===== config.mk =====
export PLATFORM = sky130hd
export DESIGN_NAME = spi_clkdiv_top
export DESIGN_NICKNAME = d
export VERILOG_FILES = /design/src/rtl/spi_clkdiv_pkg.sv /design/src/rtl/clkdiv_prestage.sv /design/src/rtl/clkdiv_poststage.sv /design/src/rtl/clkdiv_edgegen.sv /design/src/rtl/clkdiv_polsettle.sv /design/src/rtl/spi_clkdiv_top.sv
export SDC_FILE = /design/constraint.sdc
export NUM_CORES = 1
export LEC_CHECK = 0
export BUFFER_PORTS_ARGS = -buffer_cell sky130_fd_sc_hd__buf_4
export CAP_MARGIN = 0
export CORE_UTILIZATION = 30
export CTS_BUF_LIST = sky130_fd_sc_hd__clkbuf_4 sky130_fd_sc_hd__clkbuf_8 sky130_fd_sc_hd__clkbuf_16
export CTS_CLUSTER_DIAMETER = 150
export DETAILED_ROUTE_END_ITERATION = 8
export SLEW_MARGIN = 30
export SYNTH_ARGS = -nofsm -noshare
export SYNTH_HDL_FRONTEND = slang
export SYNTH_HIERARCHICAL = 1
export SYNTH_SLANG_ARGS = --single-unit
export TNS_END_PERCENT = 1

===== constraint.sdc =====
create_clock -name clk -period 4.25 [get_ports clk]
set_input_delay 0.2125 -clock clk [delete_from_list [all_inputs] [get_ports clk]]
set_output_delay 0.2125 -clock clk [all_outputs]
set_load 0.05 [all_outputs]

===== src/rtl/spi_clkdiv_pkg.sv =====
`timescale 1ns/1ps
// Package: shared field positions and types for the SPI clock divider.
// Assumes the divider fields sit in the upper byte of the control word.
package spi_clkdiv_pkg;
    localparam int CTRL_HI  = 15;
    localparam int CTRL_LO  = 8;
    localparam int PRE_W    = 4;
    localparam int POST_W   = 4;
    localparam int PRE_LSB  = 12;
    localparam int POST_LSB = 8;

    typedef logic [CTRL_HI:CTRL_LO] ctrl_t;

    typedef struct packed {
        logic [PRE_W-1:0]  pre;
        logic [POST_W-1:0] post;
    } div_sel_t;

    // Split the control byte into its two divider fields.
    function automatic div_sel_t decode_ctrl(input ctrl_t w);
        div_sel_t d;
        d.pre  = w[PRE_LSB  +: PRE_W];
        d.post = w[POST_LSB +: POST_W];
        return d;
    endfunction
endpackage


===== src/rtl/clkdiv_prestage.sv =====
`timescale 1ns/1ps
// Linear pre-divider. Emits a one-cycle tick every (pre_sel+1) cycles
// while run is high. Holds its count at zero when run is low.
// Assumes pre_sel is stable while run is high.
module clkdiv_prestage #(
    parameter int PRE_W = 4
) (
    input  logic             clk,
    input  logic             rst_n,
    input  logic             run,
    input  logic [PRE_W-1:0] pre_sel,
    output logic             pre_tick
);
    logic [PRE_W-1:0] cnt_q;

    assign pre_tick = run && (cnt_q == pre_sel);

    // Count module clocks and wrap when the tick fires.
    always_ff @(posedge clk) begin
        if (!rst_n || !run) begin
            cnt_q <= '0;
        end else if (pre_tick) begin
            cnt_q <= '0;
        end else begin
            cnt_q <= cnt_q + 1'b1;
        end
    end


    pre_cnt_bound_chk: assert property (@(posedge clk) disable iff (!rst_n)
        run |-> (cnt_q <= pre_sel));


    pre_cnt_idle_chk: assert property (@(posedge clk) disable iff (!rst_n)
        !run |=> (cnt_q == '0));
endmodule


===== src/rtl/clkdiv_poststage.sv =====
`timescale 1ns/1ps
// Power-of-two post-divider. Counts pre-stage ticks and emits a
// half-period tick on every 2^post_sel-th one. Cleared when run is low.
// Assumes post_sel is stable while run is high.
module clkdiv_poststage #(
    parameter int POST_W = 4
) (
    input  logic              clk,
    input  logic              rst_n,
    input  logic              run,
    input  logic              pre_tick,
    input  logic [POST_W-1:0] post_sel,
    output logic              half_tick
);
    localparam int CNT_W = (1 << POST_W) - 1;

    logic [CNT_W-1:0] cnt_q;
    logic [CNT_W-1:0] lim;

    // The wrap limit is 2^post_sel - 1, built as a mask of ones.
    assign lim       = ~({CNT_W{1'b1}} << post_sel);
    assign half_tick = pre_tick && (cnt_q == lim);

    // Count pre-stage ticks and wrap on the half-period tick.
    always_ff @(posedge clk) begin
        if (!rst_n || !run) begin
            cnt_q <= '0;
        end else if (pre_tick) begin
            cnt_q <= half_tick ? '0 : cnt_q + 1'b1;
        end
    end


    post_cnt_bound_chk: assert property (@(posedge clk) disable iff (!rst_n)
        run |-> (cnt_q <= lim));


    post_cnt_idle_chk: assert property (@(posedge clk) disable iff (!rst_n)
        !run |=> (cnt_q == '0));
endmodule


===== src/rtl/clkdiv_edgegen.sv =====
`timescale 1ns/1ps
// Edge generator. Flips the clock phase on each half-period tick and
// raises the launch or sample strobe for that transition. The phase
// rests at 0 (idle) when run is low. phase_q = 1 means away from idle.
module clkdiv_edgegen (
    input  logic clk,
    input  logic rst_n,
    input  logic run,
    input  logic half_tick,
    input  logic cpha,
    output logic phase_q,
    output logic launch_q,
    output logic sample_q
);
    logic leading;

    assign leading = ~phase_q;

    // Advance the phase and tag the transition with its strobe.
    always_ff @(posedge clk) begin
        if (!rst_n || !run) begin
            phase_q  <= 1'b0;
            launch_q <= 1'b0;
            sample_q <= 1'b0;
        end else if (half_tick) begin
            phase_q  <= ~phase_q;
            launch_q <= leading ^ cpha;
            sample_q <= ~(leading ^ cpha);
        end else begin
            launch_q <= 1'b0;
            sample_q <= 1'b0;
        end
    end


    strobe_excl_chk: assert property (@(posedge clk) disable iff (!rst_n)
        $onehot0({launch_q, sample_q}));


    strobe_on_flip_chk: assert property (@(posedge clk) disable iff (!rst_n)
        (launch_q || sample_q) |-> !$stable(phase_q));


    launch_dir_chk: assert property (@(posedge clk) disable iff (!rst_n)
        (launch_q && !$past(cpha)) |-> phase_q);


    phase_idle_chk: assert property (@(posedge clk) disable iff (!rst_n)
        !run |=> (!phase_q && !launch_q && !sample_q));
endmodule


===== src/rtl/clkdiv_polsettle.sv =====
`timescale 1ns/1ps
// Polarity settle unit. Applies a new requested polarity only after a
// full serial clock period (2H module cycles) has passed since the
// request changed. During reset the request is loaded directly.
module clkdiv_polsettle #(
    parameter int PRE_W  = 4,
    parameter int POST_W = 4
) (
    input  logic              clk,
    input  logic              rst_n,
    input  logic              cpol_req,
    input  logic [PRE_W-1:0]  pre_sel,
    input  logic [POST_W-1:0] post_sel,
    output logic              cpol_eff_q
);
    localparam int SET_W = PRE_W + 1 + (1 << POST_W);

    logic [SET_W-1:0] cnt_q;
    logic [SET_W-1:0] period;
    logic [POST_W:0]  shamt;

    assign shamt  = {1'b0, post_sel} + (POST_W+1)'(1);
    assign period = ({{(SET_W-PRE_W){1'b0}}, pre_sel} + SET_W'(1)) << shamt;

    // Wait one full period of mismatch, then apply the request.
    always_ff @(posedge clk) begin
        if (!rst_n) begin
            cpol_eff_q <= cpol_req;
            cnt_q      <= '0;
        end else if (cpol_req == cpol_eff_q) begin
            cnt_q <= '0;
        end else if (cnt_q == period - SET_W'(1)) begin
            cpol_eff_q <= cpol_req;
            cnt_q      <= '0;
        end else begin
            cnt_q <= cnt_q + 1'b1;
        end
    end


    pol_follow_chk: assert property (@(posedge clk) disable iff (!rst_n)
        !$stable(cpol_eff_q) |-> (cpol_eff_q == $past(cpol_req)));


    pol_wait_chk: assert property (@(posedge clk) disable iff (!rst_n)
        !$stable(cpol_eff_q) |-> ($past(cnt_q) == $past(period) - SET_W'(1)));
endmodule


===== src/rtl/spi_clkdiv_top.sv =====
`timescale 1ns/1ps
// SPI serial clock generator. Chains the linear pre-divider, the
// power-of-two post-divider, the edge generator and the polarity settle
// unit. sclk is the phase combined with the applied polarity.
// Assumes ctrl_div, cpol and cpha are stable during a burst.
module spi_clkdiv_top
    import spi_clkdiv_pkg::*;
(
    input  logic                   clk,
    input  logic                   rst_n,
    input  logic [CTRL_HI:CTRL_LO] ctrl_div,
    input  logic                   burst_active,
    input  logic                   cpol,
    input  logic                   cpha,
    output logic                   sclk,
    output logic                   launch_stb,
    output logic                   sample_stb
);
    div_sel_t sel;
    logic     pre_tick;
    logic     half_tick;
    logic     phase_q;
    logic     cpol_eff;

    assign sel = decode_ctrl(ctrl_div);

    clkdiv_prestage #(.PRE_W(PRE_W)) u_pre (
        .clk      (clk),
        .rst_n    (rst_n),
        .run      (burst_active),
        .pre_sel  (sel.pre),
        .pre_tick (pre_tick)
    );

    clkdiv_poststage #(.POST_W(POST_W)) u_post (
        .clk       (clk),
        .rst_n     (rst_n),
        .run       (burst_active),
        .pre_tick  (pre_tick),
        .post_sel  (sel.post),
        .half_tick (half_tick)
    );

    clkdiv_edgegen u_edge (
        .clk       (clk),
        .rst_n     (rst_n),
        .run       (burst_active),
        .half_tick (half_tick),
        .cpha      (cpha),
        .phase_q   (phase_q),
        .launch_q  (launch_stb),
        .sample_q  (sample_stb)
    );

    clkdiv_polsettle #(.PRE_W(PRE_W), .POST_W(POST_W)) u_pol (
        .clk        (clk),
        .rst_n      (rst_n),
        .cpol_req   (cpol),
        .pre_sel    (sel.pre),
        .post_sel   (sel.post),
        .cpol_eff_q (cpol_eff)
    );

    assign sclk = phase_q ^ cpol_eff;


    sclk_idle_chk: assert property (@(posedge clk) disable iff (!rst_n)
        !burst_active |=> (sclk == cpol_eff));


    no_idle_strobe_chk: assert property (@(posedge clk) disable iff (!rst_n)
        !burst_active |=> !(launch_stb || sample_stb));
endmodule


==> results of run 1 <==
worst register-to-register path, stage by stage (launching register included):
cell	delay, ps
sky130_fd_sc_hd__dfxtp_1	340
sky130_fd_sc_hd__xor2_1	180
sky130_fd_sc_hd__a2111oi_4	390
sky130_fd_sc_hd__and2_1	420
sky130_fd_sc_hd__o21a_1	210
sky130_fd_sc_hd__o2111ai_1	140
sky130_fd_sc_hd__or4b_1	540
sky130_fd_sc_hd__o311ai_2	780
sky130_fd_sc_hd__nor2_1	120
routing by layer:
metal | share of wire [%] | up-vias | wire length, µm | track usage [%]
li1 | - | 2118 | - | -
met5 | 0 | - | 0 | 0
met4 | 2.6 | 0 | 310 | 6.476
met1 | 45 | 2047 | 5367 | 21.12
met2 | 48 | 131 | 5636 | 28.35
met3 | 4.6 | 27 | 543 | 2.260
how the worst min path moves through the flow:
stage,from,end,depth (start not counted)
global placement,cpol,u_pol/cpol_eff_q,1
finish,cpol,u_pol/cpol_eff_q,1
detailed placement,cpol,u_pol/cpol_eff_q,1
global route,cpol,u_pol/cpol_eff_q,1
floorplan,cpol,u_pol/cpol_eff_q,0
CTS,cpol,u_pol/cpol_eff_q,1
per-stage QoR:
step                      instance area (µm²)  setup WS, ps  hold WS [ps]  power, µW  utilization (%)
after floorplan                          4417         640.9         311.4      744.0                -
after global routing                     4866         95.88         111.9       1331            34.52
final                                    4866         354.2         112.1       1269            34.52
after detailed placement                 4713         87.53         412.6      860.7            33.44
after CTS                                4866         379.0         106.1       1273            34.52
after global placement                   4713         168.8         417.5      857.7            33.44
sequential cells by signal (all words and copies together) (netlist names):
register,flops
u_edge/launch_q,1
u_edge/phase_q,1
u_edge/sample_q,1
u_pol/cnt_q,21
u_pol/cpol_eff_q,1
u_post/cnt_q,15
u_pre/cnt_q,4
cell usage in the layout (no fill, tap or decap), types with 4 or more instances in the layout:
| cell | instances |
|---|---|
| sky130_fd_sc_hd__and2_1 | 10 |
| sky130_fd_sc_hd__nand4_1 | 17 |
| sky130_fd_sc_hd__o211a_1 | 4 |
| sky130_fd_sc_hd__or2_2 | 5 |
| sky130_fd_sc_hd__a31oi_1 | 4 |
| sky130_fd_sc_hd__o21ai_1 | 6 |
| sky130_fd_sc_hd__o211ai_1 | 4 |
| sky130_fd_sc_hd__inv_1 | 10 |
| sky130_fd_sc_hd__buf_4 | 37 |
| sky130_fd_sc_hd__o31ai_1 | 5 |
| sky130_fd_sc_hd__nand2b_1 | 13 |
| sky130_fd_sc_hd__clkbuf_16 | 5 |
| sky130_fd_sc_hd__o21ai_0 | 25 |
| sky130_fd_sc_hd__nand2_1 | 62 |
| sky130_fd_sc_hd__nor3_1 | 11 |
| sky130_fd_sc_hd__nand3_1 | 29 |
| sky130_fd_sc_hd__nand3b_1 | 4 |
| sky130_fd_sc_hd__nor2b_1 | 5 |
| sky130_fd_sc_hd__and3_1 | 15 |
| sky130_fd_sc_hd__nor4_1 | 6 |
| sky130_fd_sc_hd__a211oi_1 | 9 |
| sky130_fd_sc_hd__xnor2_1 | 39 |
| sky130_fd_sc_hd__nand4b_1 | 7 |
| sky130_fd_sc_hd__a21oi_1 | 21 |
| sky130_fd_sc_hd__nor2_1 | 45 |
| sky130_fd_sc_hd__o21a_1 | 8 |
| sky130_fd_sc_hd__ha_1 | 6 |
| sky130_fd_sc_hd__a21oi_2 | 22 |
| sky130_fd_sc_hd__dfxtp_1 | 43 |
| sky130_fd_sc_hd__xor2_1 | 25 |
layout make-up:
class	count	area (µm²)	area share (%)
Clock buffer	6	138.9	2.854
Multi-Input combinational cell	484	3282	67.45
Sequential cell	44	890.9	18.31
Timing Repair Buffer	37	277.8	5.708
Clock inverter	2	13.76	0.2828
Inverter	10	37.54	0.7714
Tap cell	180	225.2	4.628
cell families (layout without fill, tap and decap cells):
kind of cell	Yosys count	count (layout)	share of synthesized area (%)
XOR/XNOR	66	66	13.43
buffers and inverters	43	55	5.524
adder cells (fa/ha/maj)	6	6	1.700
AND/OR/NAND/NOR	256	256	31.50
AO/OA/AOI/OAI	154	154	27.20
multiplexers	2	2	0.4816
flip-flops	44	44	20.17
power breakdown:
part / leakage, µW / switching, µW / internal (µW)
clock network: 0.0000734 / 176 / 235
logic: 0.00125 / 270 / 167
registers: 0.000357 / 4.30 / 417
total: 0.00168 / 450 / 818
==> out/results.txt, run 1 <==
The flow ran to the end, and the final reports show no timing, DRC or antenna violations. Cell type contributing the most total cell area after synthesis: sky130_fd_sc_hd__dfxtp_1. Hold repair after CTS inserted 0 buffers. The worst pin sits at a relative slew slack of 37.51%.

Clock tree synthesis found a total of 44 sinks. Buffers added to address setup during post-CTS repair amount to 0. The clock reaches the later pin of the worst-skew pair after 290 ps.

Among all stages on the critical path, the largest delay is contributed by sky130_fd_sc_hd__ha_1. The run gives 763 as the non-filler instance count after layout. The Yosys step of the flow raised 6 warnings.

The cell type group with the largest total delay on the critical path is simple AND/OR/NAND/NOR gates. During placement, the flow inserted port buffers numbering 15. Once the floorplan was initialized, standard cells occupied 31.33% of the core.

The class of the tightest hold or removal check is input pin to flop. The number of nets handed over by synthesis was 590. Global routing used 16.65% of the available tracks across all layers. The region available for standard cell placement spans 14100 µm². The routed design has 11860 µm of wire. IR analysis of the VDD net gives a maximum drop of 0.1568 mV.

The number of maximum-capacitance constraint violations is 0. The number of detailed-route iterations in the first pass was 5. In this run the cell area of the synthesized design comes to 4417 µm². The dominant register cell in the synthesized netlist was sky130_fd_sc_hd__dfxtp_1. At the worst endpoint, the required time is 4430 ps.

The number of gates resized after CTS was 0. Setup repair after global routing left no endpoint under its margin. The first routing iteration left 318 violations. The logs give 0.9227 for the global placement routability congestion and 2 for the CTS H-tree depth. The clock skew after layout was 4.279 ps.

The logs give 1487 for the number of fill cells and 0 for the count of endpoints failing setup in the final report. After clock tree synthesis, the clock-pin slew on the worst setup and hold paths is 70 ps. The floorplan step defined a die boundary enclosing 15210 µm². TritonCTS built the clock tree.

The die is 123.3 µm tall. In the routed layout, each cell is associated on average with a via count of 5.666. The number of slew-limit violations in the final report is 0. The analysis attributes to cell leakage a power of 0.001684 µW.

The sort of element at the start of the critical path is an input pin. The critical path contains buffers and inverters numbering 3 combined. Counting along the longest clock path gives a buffer depth of 2.

The tools report the number of global-route vias before repair as 4139. For this run, the top clock speed supported by timing is 256.7 MHz. In this run the worst setup path terminates at u_pol/cnt_q[18]. The tools report the category of the worst setup path capture point as a flop.

The commonest cells after synthesis are sky130_fd_sc_hd__nand2_1 (62), sky130_fd_sc_hd__nor2_1 (45), sky130_fd_sc_hd__dfxtp_1 (43). The setup TNS after final layout came out at 0 ps. The count of flip-flops with a built-in enable after synthesis came out at 1. The register-to-register setup slack is 990 ps, and the horizontal die dimension is 123.3 µm.

From synthesis to final layout, the design area changed by 10.17%. The critical path runs through a total of 14 cells. For this run, design rule violations remaining after detail routing come to 0.

The endpoint identified for the worst register-to-register timing path is u_post/cnt_q[13]. Counting stages on the worst path, the most repeated cell is sky130_fd_sc_hd__buf_4. After synthesis, the largest area contributor takes up 19.49% of total cell area. The signal on the critical path passes through buf_4 > ha_1 > buf_4 > nor3b_4 > a21boi_0 > o21ba_1 > a21oi_1 > xnor2_1 > or4_4 > a2111oi_4 > nand4_1 > nor4_4 > buf_4 > a21oi_2.

The total number of vias came out at 4323. The number of antenna violations at the first check in global routing is 0. In this run the worst setup path begins at ctrl_div[8]. The tools report the total clock buffers created by CTS as 5. The worst reg2reg path startpoint was u_pre/cnt_q[2].

The average instance in the mapped netlist occupies 7.735 µm². The tools report the number of different library cells in the post-synthesis netlist as 85. The biggest fanout along the worst timing path was 19. The power density over the cells was 260.7 nW/µm²; the cell total after placement was 755. The routed wirelength normalized by instance count is 15.54 µm, and the fraction of final layout cells sized beyond drive strength 1 is 15.78%.

The first global-routing pass estimated 20130 µm of wire. The async set or reset register ratio after synthesis came out at 0%. sky130_fd_sc_hd__nand2_1 is the most common cell in the netlist. 16 I/O pins were placed. The logic depth of the worst register-to-register path was 8; the number of core rows was 43. Summed over all nets, the half-perimeter wirelength after detailed placement is 8939 µm.

The register area share after synthesis is 20.17%. The clock period could shrink to 3896 ps. The final-stage net count is 601.

Sorting the synthesized cells by area gives the leading types as sky130_fd_sc_hd__dfxtp_1 (19%), sky130_fd_sc_hd__xnor2_1 (7.7%), sky130_fd_sc_hd__nand2_1 (5.3%). Cell chosen for the clock root: sky130_fd_sc_hd__clkbuf_16. The final critical path takes up 91.67% of the cycle. The arrival time of the worst setup path is 4080 ps.

The tools report the final global-route overflow total as 0. Number of standard cells after synthesis: 571. The total of flip-flops plus latches after synthesis is 44, and the final antenna-violating net count is 0. 0 antenna diodes ended up in the layout. The number of hold violations in the final report came out at 0. Maximum number of pins on one net before global-route repair: 36. The measured slew at the worst slew-check pin is 935.9 ps, and the delay of the slowest critical-path stage is 530 ps. The critical path is of the input pin to flop type.
Power figures use the tool's default switching activity.
==> inputs of run 2 (changes only) <==
- CORE_UTILIZATION: 30 -> 64
- PLACE_DENSITY: not set -> 0.82
- SKIP_CTS_REPAIR_TIMING: not set -> 1
==> run 2 against run 1 <==
  * Power shrank 7.1%
  * Register-to-register slack lost 60 ps
  * Global-route usage grew 15 points
  * Clock power shrank 20%
  * Flip-flop and latch count is the same
  * Worst hold slack lost 13 ps
  * Final cell count shrank 14%
  * Non-clock buffer count shrank 6
  * Clock-buffer cell count shrank 1
==> out/results.txt, run 2 (synthesis results as in run 1) <==
The flow ran to the end, and the final reports show no timing, DRC or antenna violations. The floorplan has 29 rows. The fraction of final layout cells sized beyond drive strength 1 was 14.90%; the global-route wire length before repair was 18860 µm. The run gives 32.08% as the total global routing track utilization. For this design the static power due to leakage is 0.001641 µW. The tools report the capture point of the worst reg-to-reg path as u_post/cnt_q[10].

The die is 85.08 µm wide. The setup TNS after final layout was 0 ps. The worst setup path is of the input pin to flop kind. The initial utilization of the core area, before any placement, comes to 68.00%.

Number of buffer and inverter stages on the critical path: 2. The worst setup path is captured at a flop. The clock skew after layout was 5.377 ps; the worst slack after detailed placement was 223.6 ps. Total power for the finished layout comes to 1179 µW.

The path class of the tightest hold or removal check is input pin to flop. Power density over the cells: 252.6 nW/µm². The detail route stage leaves a number of antenna-violating nets equal to 0. The logic depth of the worst register-to-register path is 8. The congestion estimate from routability-driven global placement came to 0.9855. The clock slew at the register clock pins of the worst setup and hold paths works out to 90 ps. The slowest stage of the critical path is the sky130_fd_sc_hd__or4_4 cell. TritonCTS built the clock tree. Number of antenna violations at the first check in global routing: 0.

Worst setup margin: 470.7 ps. Relative slew slack: 34.54%. The tools report the final design area excluding fillers as 4667 µm².

Hold is met by 98.99 ps. After floorplanning, the core was sized to cover 6495 µm². The count of pins on the block boundary was 16.

The biggest fanout along the worst timing path is 11. The number of slew-limit violations in the final report came out at 0. After global routing the overflow that remains totals 0. 0 antenna diodes ended up in the layout. More flip-flops sit in one register than any other, and that register is u_pol/cnt_q. The total clock buffers created by CTS was 5. Entering global routing, the biggest net connects 36 pins. The largest registers in the layout are u_pol/cnt_q x21, u_post/cnt_q x15, u_pre/cnt_q x4. For the worst-skew pair, the clock arrives at the later sink with an insertion delay of 300 ps. From synthesis to final layout, the design area changed by 5.666%.

Ratio of final minimum period to clock period: 88.92%. The peak ir drop on the vdd network came out at 0.3137 mV. The detailed router placed 4388 vias in this run. The CTS H-tree depth is 2, and the average via count per standard cell is 6.709. For the worst setup path, the data arrival time is 3970 ps. The first routing iteration left 325 violations. The placed instances occupy a cell area of 4552 µm². The sequential cell area in the final layout was 890.9 µm². On the critical path the largest part of the delay comes from simple AND/OR/NAND/NOR gates.

Across the run, the number of max-cap violations was 0. The measured slew at the worst slew-check pin was 973.5 ps; the routed wirelength normalized by instance count was 17.18 µm. The register with the most flip-flops in the layout has 21 of them.

In this run the vertical extent of the chip is 85.08 µm. In the routed design, unresolved DRC markers number 0. The number of global-route vias before repair is 4029.

Setup slack on the worst reg-to-reg path comes out at 930 ps. The logs give 44 for the number of sinks driven by the clock tree and 0 for the count of endpoints failing setup in the final report. The floorplan step defined a die boundary enclosing 7238 µm². The tree is rooted in a sky130_fd_sc_hd__clkbuf_8.

STA classifies the critical path startpoint as an input pin. The clock period could shrink to 3779 ps. The multi-input combinational cells in the finished layout cover a total of 3282 µm². Setup repair after global routing left no endpoint under its margin. After filler insertion, the fill cell instance count of the layout stands at 520.

The signal on the critical path passes through buf_4 > ha_1 > and2_1 > a21oi_1 > nor2_1 > nand2_1 > ha_1 > nand3_1 > o21ai_0 > nand2_1 > or4_4 > a2111oi_4 > nand4_1 > nor4_4 > buf_4 > a211oi_1. Worst reg2reg path startpoint: u_pre/cnt_q[2]. The first TritonRoute pass finished after 5 iterations.

The worst min-delay path startpoint is cpol. The run gives 8199 µm as the detailed placer's ending HPWL. The library cell used most frequently in the layout, excluding fill and tap cells, is sky130_fd_sc_hd__nand2_1. The maximum clock frequency is 264.6 MHz, and the delay of the slowest critical-path stage is 560 ps. The number of cells on the worst hold path was 1; the count of input and output buffers was 15. The number of hold violations in the final report was 0; the final-stage net count was 595.

The clock tree buffer depth came out at 2. Wires add up to 11240 µm. In the layout the commonest cells are sky130_fd_sc_hd__nand2_1 (62), sky130_fd_sc_hd__nor2_1 (45), sky130_fd_sc_hd__dfxtp_1 (43). For the data required time of the critical path, the log shows 4440 ps. The path with the worst hold slack has its endpoint at u_pol/cpol_eff_q.
==> run 2: report_power, final <==
part	switching, µW	internal [µW]
clock network	151	177
logic	267	163
registers	4.61	417
total	422	757
==> run 2: layer usage <==
layer / wire [µm] / global-route usage (%) / vias up
li1: - / - / 2103
met1: 5081 / 43.91 / 2056
met2: 5080 / 51.03 / 190
met3: 677 / 3.696 / 39
met4: 397 / 13.87 / 0
met5: 0 / 0 / -
==> run 2: through the flow <==
step / cells / utilization [%]
after global routing: 654 / 71.86
after detailed placement: 646 / 70.08
after floorplan: 571 / -
after CTS: 654 / 71.86
after global placement: 646 / 70.08
final: 654 / 71.86
==> run 2: how the worst max path moves through the flow <==
stage / from / end / slack, ps / depth (start not counted)
after detailed placement: ctrl_div[8] / u_pol/cnt_q[0] / 220 / 16
after floorplan: ctrl_div[8] / u_pol/cpol_eff_q / 640 / 15
after CTS: ctrl_div[8] / u_pol/cnt_q[0] / 530 / 16
final: ctrl_div[8] / u_pol/cnt_q[0] / 470 / 16
after global placement: ctrl_div[8] / u_pol/cnt_q[0] / 260 / 16
after global routing: ctrl_div[8] / u_pol/cnt_q[0] / 250 / 16
==> run 2: layout make-up <==
type / count / share of cell area (%)
tap: 77 / 2.064
timing repair buffer: 31 / 5.255
sequential: 44 / 19.09
inverter: 10 / 0.8043
clock inverter: 3 / 0.9920
multi-input combinational: 484 / 70.32
clock buffer: 5 / 1.475
==> inputs of run 3 (changes only) <==
- BUFFER_PORTS_ARGS: -buffer_cell sky130_fd_sc_hd__buf_4 -> -buffer_cell sky130_fd_sc_hd__clkbuf_2
==> run 3 against run 2 <==
  * Core utilization fell by 0.33 points
  * Via count fell by 0.59%
  * Setup slack improved by 55 ps
  * First-iteration DRC count rose by 1.2%
  * Critical path type unchanged
  * Largest cell class unchanged
==> out/results.txt, run 3 (synthesis results as in run 1) <==
The run finished with clean final reports. The tools report the area enclosed by the die boundary as 7238 µm². In this run the power density over the cells is 253.9 nW/µm². In this run, CTS created clock tree buffers numbering 5. The horizontal die dimension works out to 85.08 µm. VDD sags by at most 0.2639 mV. Entering global routing, the biggest net connects 36 pins. The run gives 3740 ps as the arrival time of the worst setup path. In the routed design, unresolved DRC markers number 0.

Counting flops per register, the top entry is u_pol/cnt_q. Startpoint-to-endpoint class of the critical path: input pin to flop. The tightest min-delay check is of the input pin to flop type. The total number of vias is 4362, and the static leakage is 0.001648 µW. The library cell used most frequently in the layout, excluding fill and tap cells, is sky130_fd_sc_hd__nand2_1. The tree built by TritonCTS fans out to 44 sinks.

The tools report the setup TNS after final layout as 0 ps. The worst setup path is launched from an input pin. Measured along the y axis, the die boundary spans 85.08 µm. In the layout the commonest cells are sky130_fd_sc_hd__nand2_1 (62), sky130_fd_sc_hd__nor2_1 (45), sky130_fd_sc_hd__dfxtp_1 (43).

In the final layout, the share of cells above drive strength 1 is 15.34%. The area growth from synthesis to layout is 5.184%. The tools report the detailed placer's ending HPWL as 8460 µm. The worst pin sits at a relative slew slack of 34.98%. For the number of global-route vias before repair, the log shows 4006. The clock skew after layout was 3.031 ps; the minimum period implied by the final worst setup slack was 3724 ps. Counting tap cells, the placed design contains a total of 649 instances. Input and output buffers added on the ports amount to 15.

The clock slew at the register clock pins of the worst setup and hold paths is 80 ps, and the global-route wire length before repair is 19260 µm. The floorplan core area is 6495 µm², and the final core utilization is 71.53%. Non-filler instance count after layout: 657. For this block, the initial DRC count from the detailed router was 329.

Routed wirelength normalized by instance count: 17.30 µm. In the final layout, the registers with the most flip-flops are u_pol/cnt_q x21, u_post/cnt_q x15, u_pre/cnt_q x4. The logs give 598 for the final-stage net count and 0 for the number of maximum-capacitance constraint violations. The source-to-sink clock delay at the later pin of the worst-skew pair is 290 ps, and the maximum clock frequency is 268.5 MHz. Setup violations remaining at the end of the flow were counted as 0. For this block, the routed nets add up to 11370 µm of wire. The worst path uses 87.63% of the clock period. The number of flip-flops in the largest register came out at 21. The logs give 0 for the number of hold violations in the final report and 5 for the number of detailed-route iterations in the first pass.

In this run the core area contains 29 standard-cell rows. The run gives 0 as the number of antenna cells inserted. The worst setup path is captured at a flop.

The final antenna-violating net count is 0, and the average via count per standard cell is 6.639. The run gives 0 as the number of slew-limit violations in the final report. The tools report the cell chosen for the clock root as sky130_fd_sc_hd__clkbuf_8.

Global placement routability congestion: 1.018. For this configuration, the core starts out at a cell density of 68.00%. For the pin with the worst max-slew slack, the measured transition is 965.1 ps. The clock tree buffer depth was 2. TritonCTS built the clock tree. The biggest fanout along the worst timing path was 31; the number of antenna violations at the first check in global routing was 0. The H-tree was split into 2 levels. The final global-route overflow total was 0; the data required time of the critical path was 4260 ps.

The count of pins on the block boundary is 16, and the total global routing track utilization is 32.78%. Setup repair after global routing left no endpoint under its margin.
run 3: cell count changes in the layout (fill, tap and decap cells not counted):
cell                         delta
sky130_fd_sc_hd__clkinv_4       +1
sky130_fd_sc_hd__buf_4         -11
sky130_fd_sc_hd__clkbuf_2      +15
sky130_fd_sc_hd__clkinvlp_4     -1
sky130_fd_sc_hd__clkbuf_8       +1
sky130_fd_sc_hd__buf_12         -1
sky130_fd_sc_hd__inv_6          -1
run 3: final cells by class:
cell class | instances | area [µm²]
Clock inverter | 2 | 38.79
Tap cell | 77 | 96.34
Fill cell | 536 | 1849
Inverter | 10 | 37.54
Multi-Input combinational cell | 484 | 3282
Sequential cell | 44 | 890.9
Clock buffer | 6 | 82.58
Timing Repair Buffer | 34 | 217.7
run 3: final timing paths:
path	from	to	slack, ps	cells past startpoint
setup / recovery	ctrl_div[8]	u_pol/cpol_eff_q	530	13
hold / removal	cpol	u_pol/cpol_eff_q	120	1
setup reg to reg	u_pre/cnt_q[2]	u_edge/phase_q	1170	9
hold reg to reg	u_pre/cnt_q[0]	u_pre/cnt_q[0]	490	1
run 3: power breakdown:
part	internal [µW]	total, µW	switching [µW]	leakage [µW]
registers	417	421	4.43	0.000357
clock network	192	336	144	0.0000614
logic	155	422	267	0.00123
run 3: metal layers:
metal | GRT usage [%] | vias to the layer above | part of all wire [%]
met3 | 4.086 | 13 | 6.3
met1 | 44.89 | 2080 | 46
met4 | 9.245 | 0 | 1.6
met5 | 0 | - | 0
li1 | - | 2108 | -
met2 | 54.25 | 161 | 46
run 3: worst max-delay path, cell delays in order:
cell and delay, ps:
sky130_fd_sc_hd__clkbuf_2 90, sky130_fd_sc_hd__ha_1 280, sky130_fd_sc_hd__buf_4 230, sky130_fd_sc_hd__o21ai_1 130
sky130_fd_sc_hd__a21oi_2 70, sky130_fd_sc_hd__o31ai_1 410, sky130_fd_sc_hd__and2_0 370, sky130_fd_sc_hd__nand4_2 230
sky130_fd_sc_hd__or4_4 570, sky130_fd_sc_hd__a2111oi_4 340, sky130_fd_sc_hd__nand4_1 170, sky130_fd_sc_hd__nor4_4 390
sky130_fd_sc_hd__a31o_1 230
run 3: metrics by stage:
step	cell area [µm²]	hold WS (ps)	power, µW	setup slack [ps]
after floorplan	4417	311.4	744.0	640.9
after global placement	4524	422.5	830.0	356.5
after detailed placement	4524	429.2	842.3	259.8
after CTS	4646	115.6	1178	559.9
after global routing	4646	112.5	1239	305.2
final	4646	118.5	1179	525.6
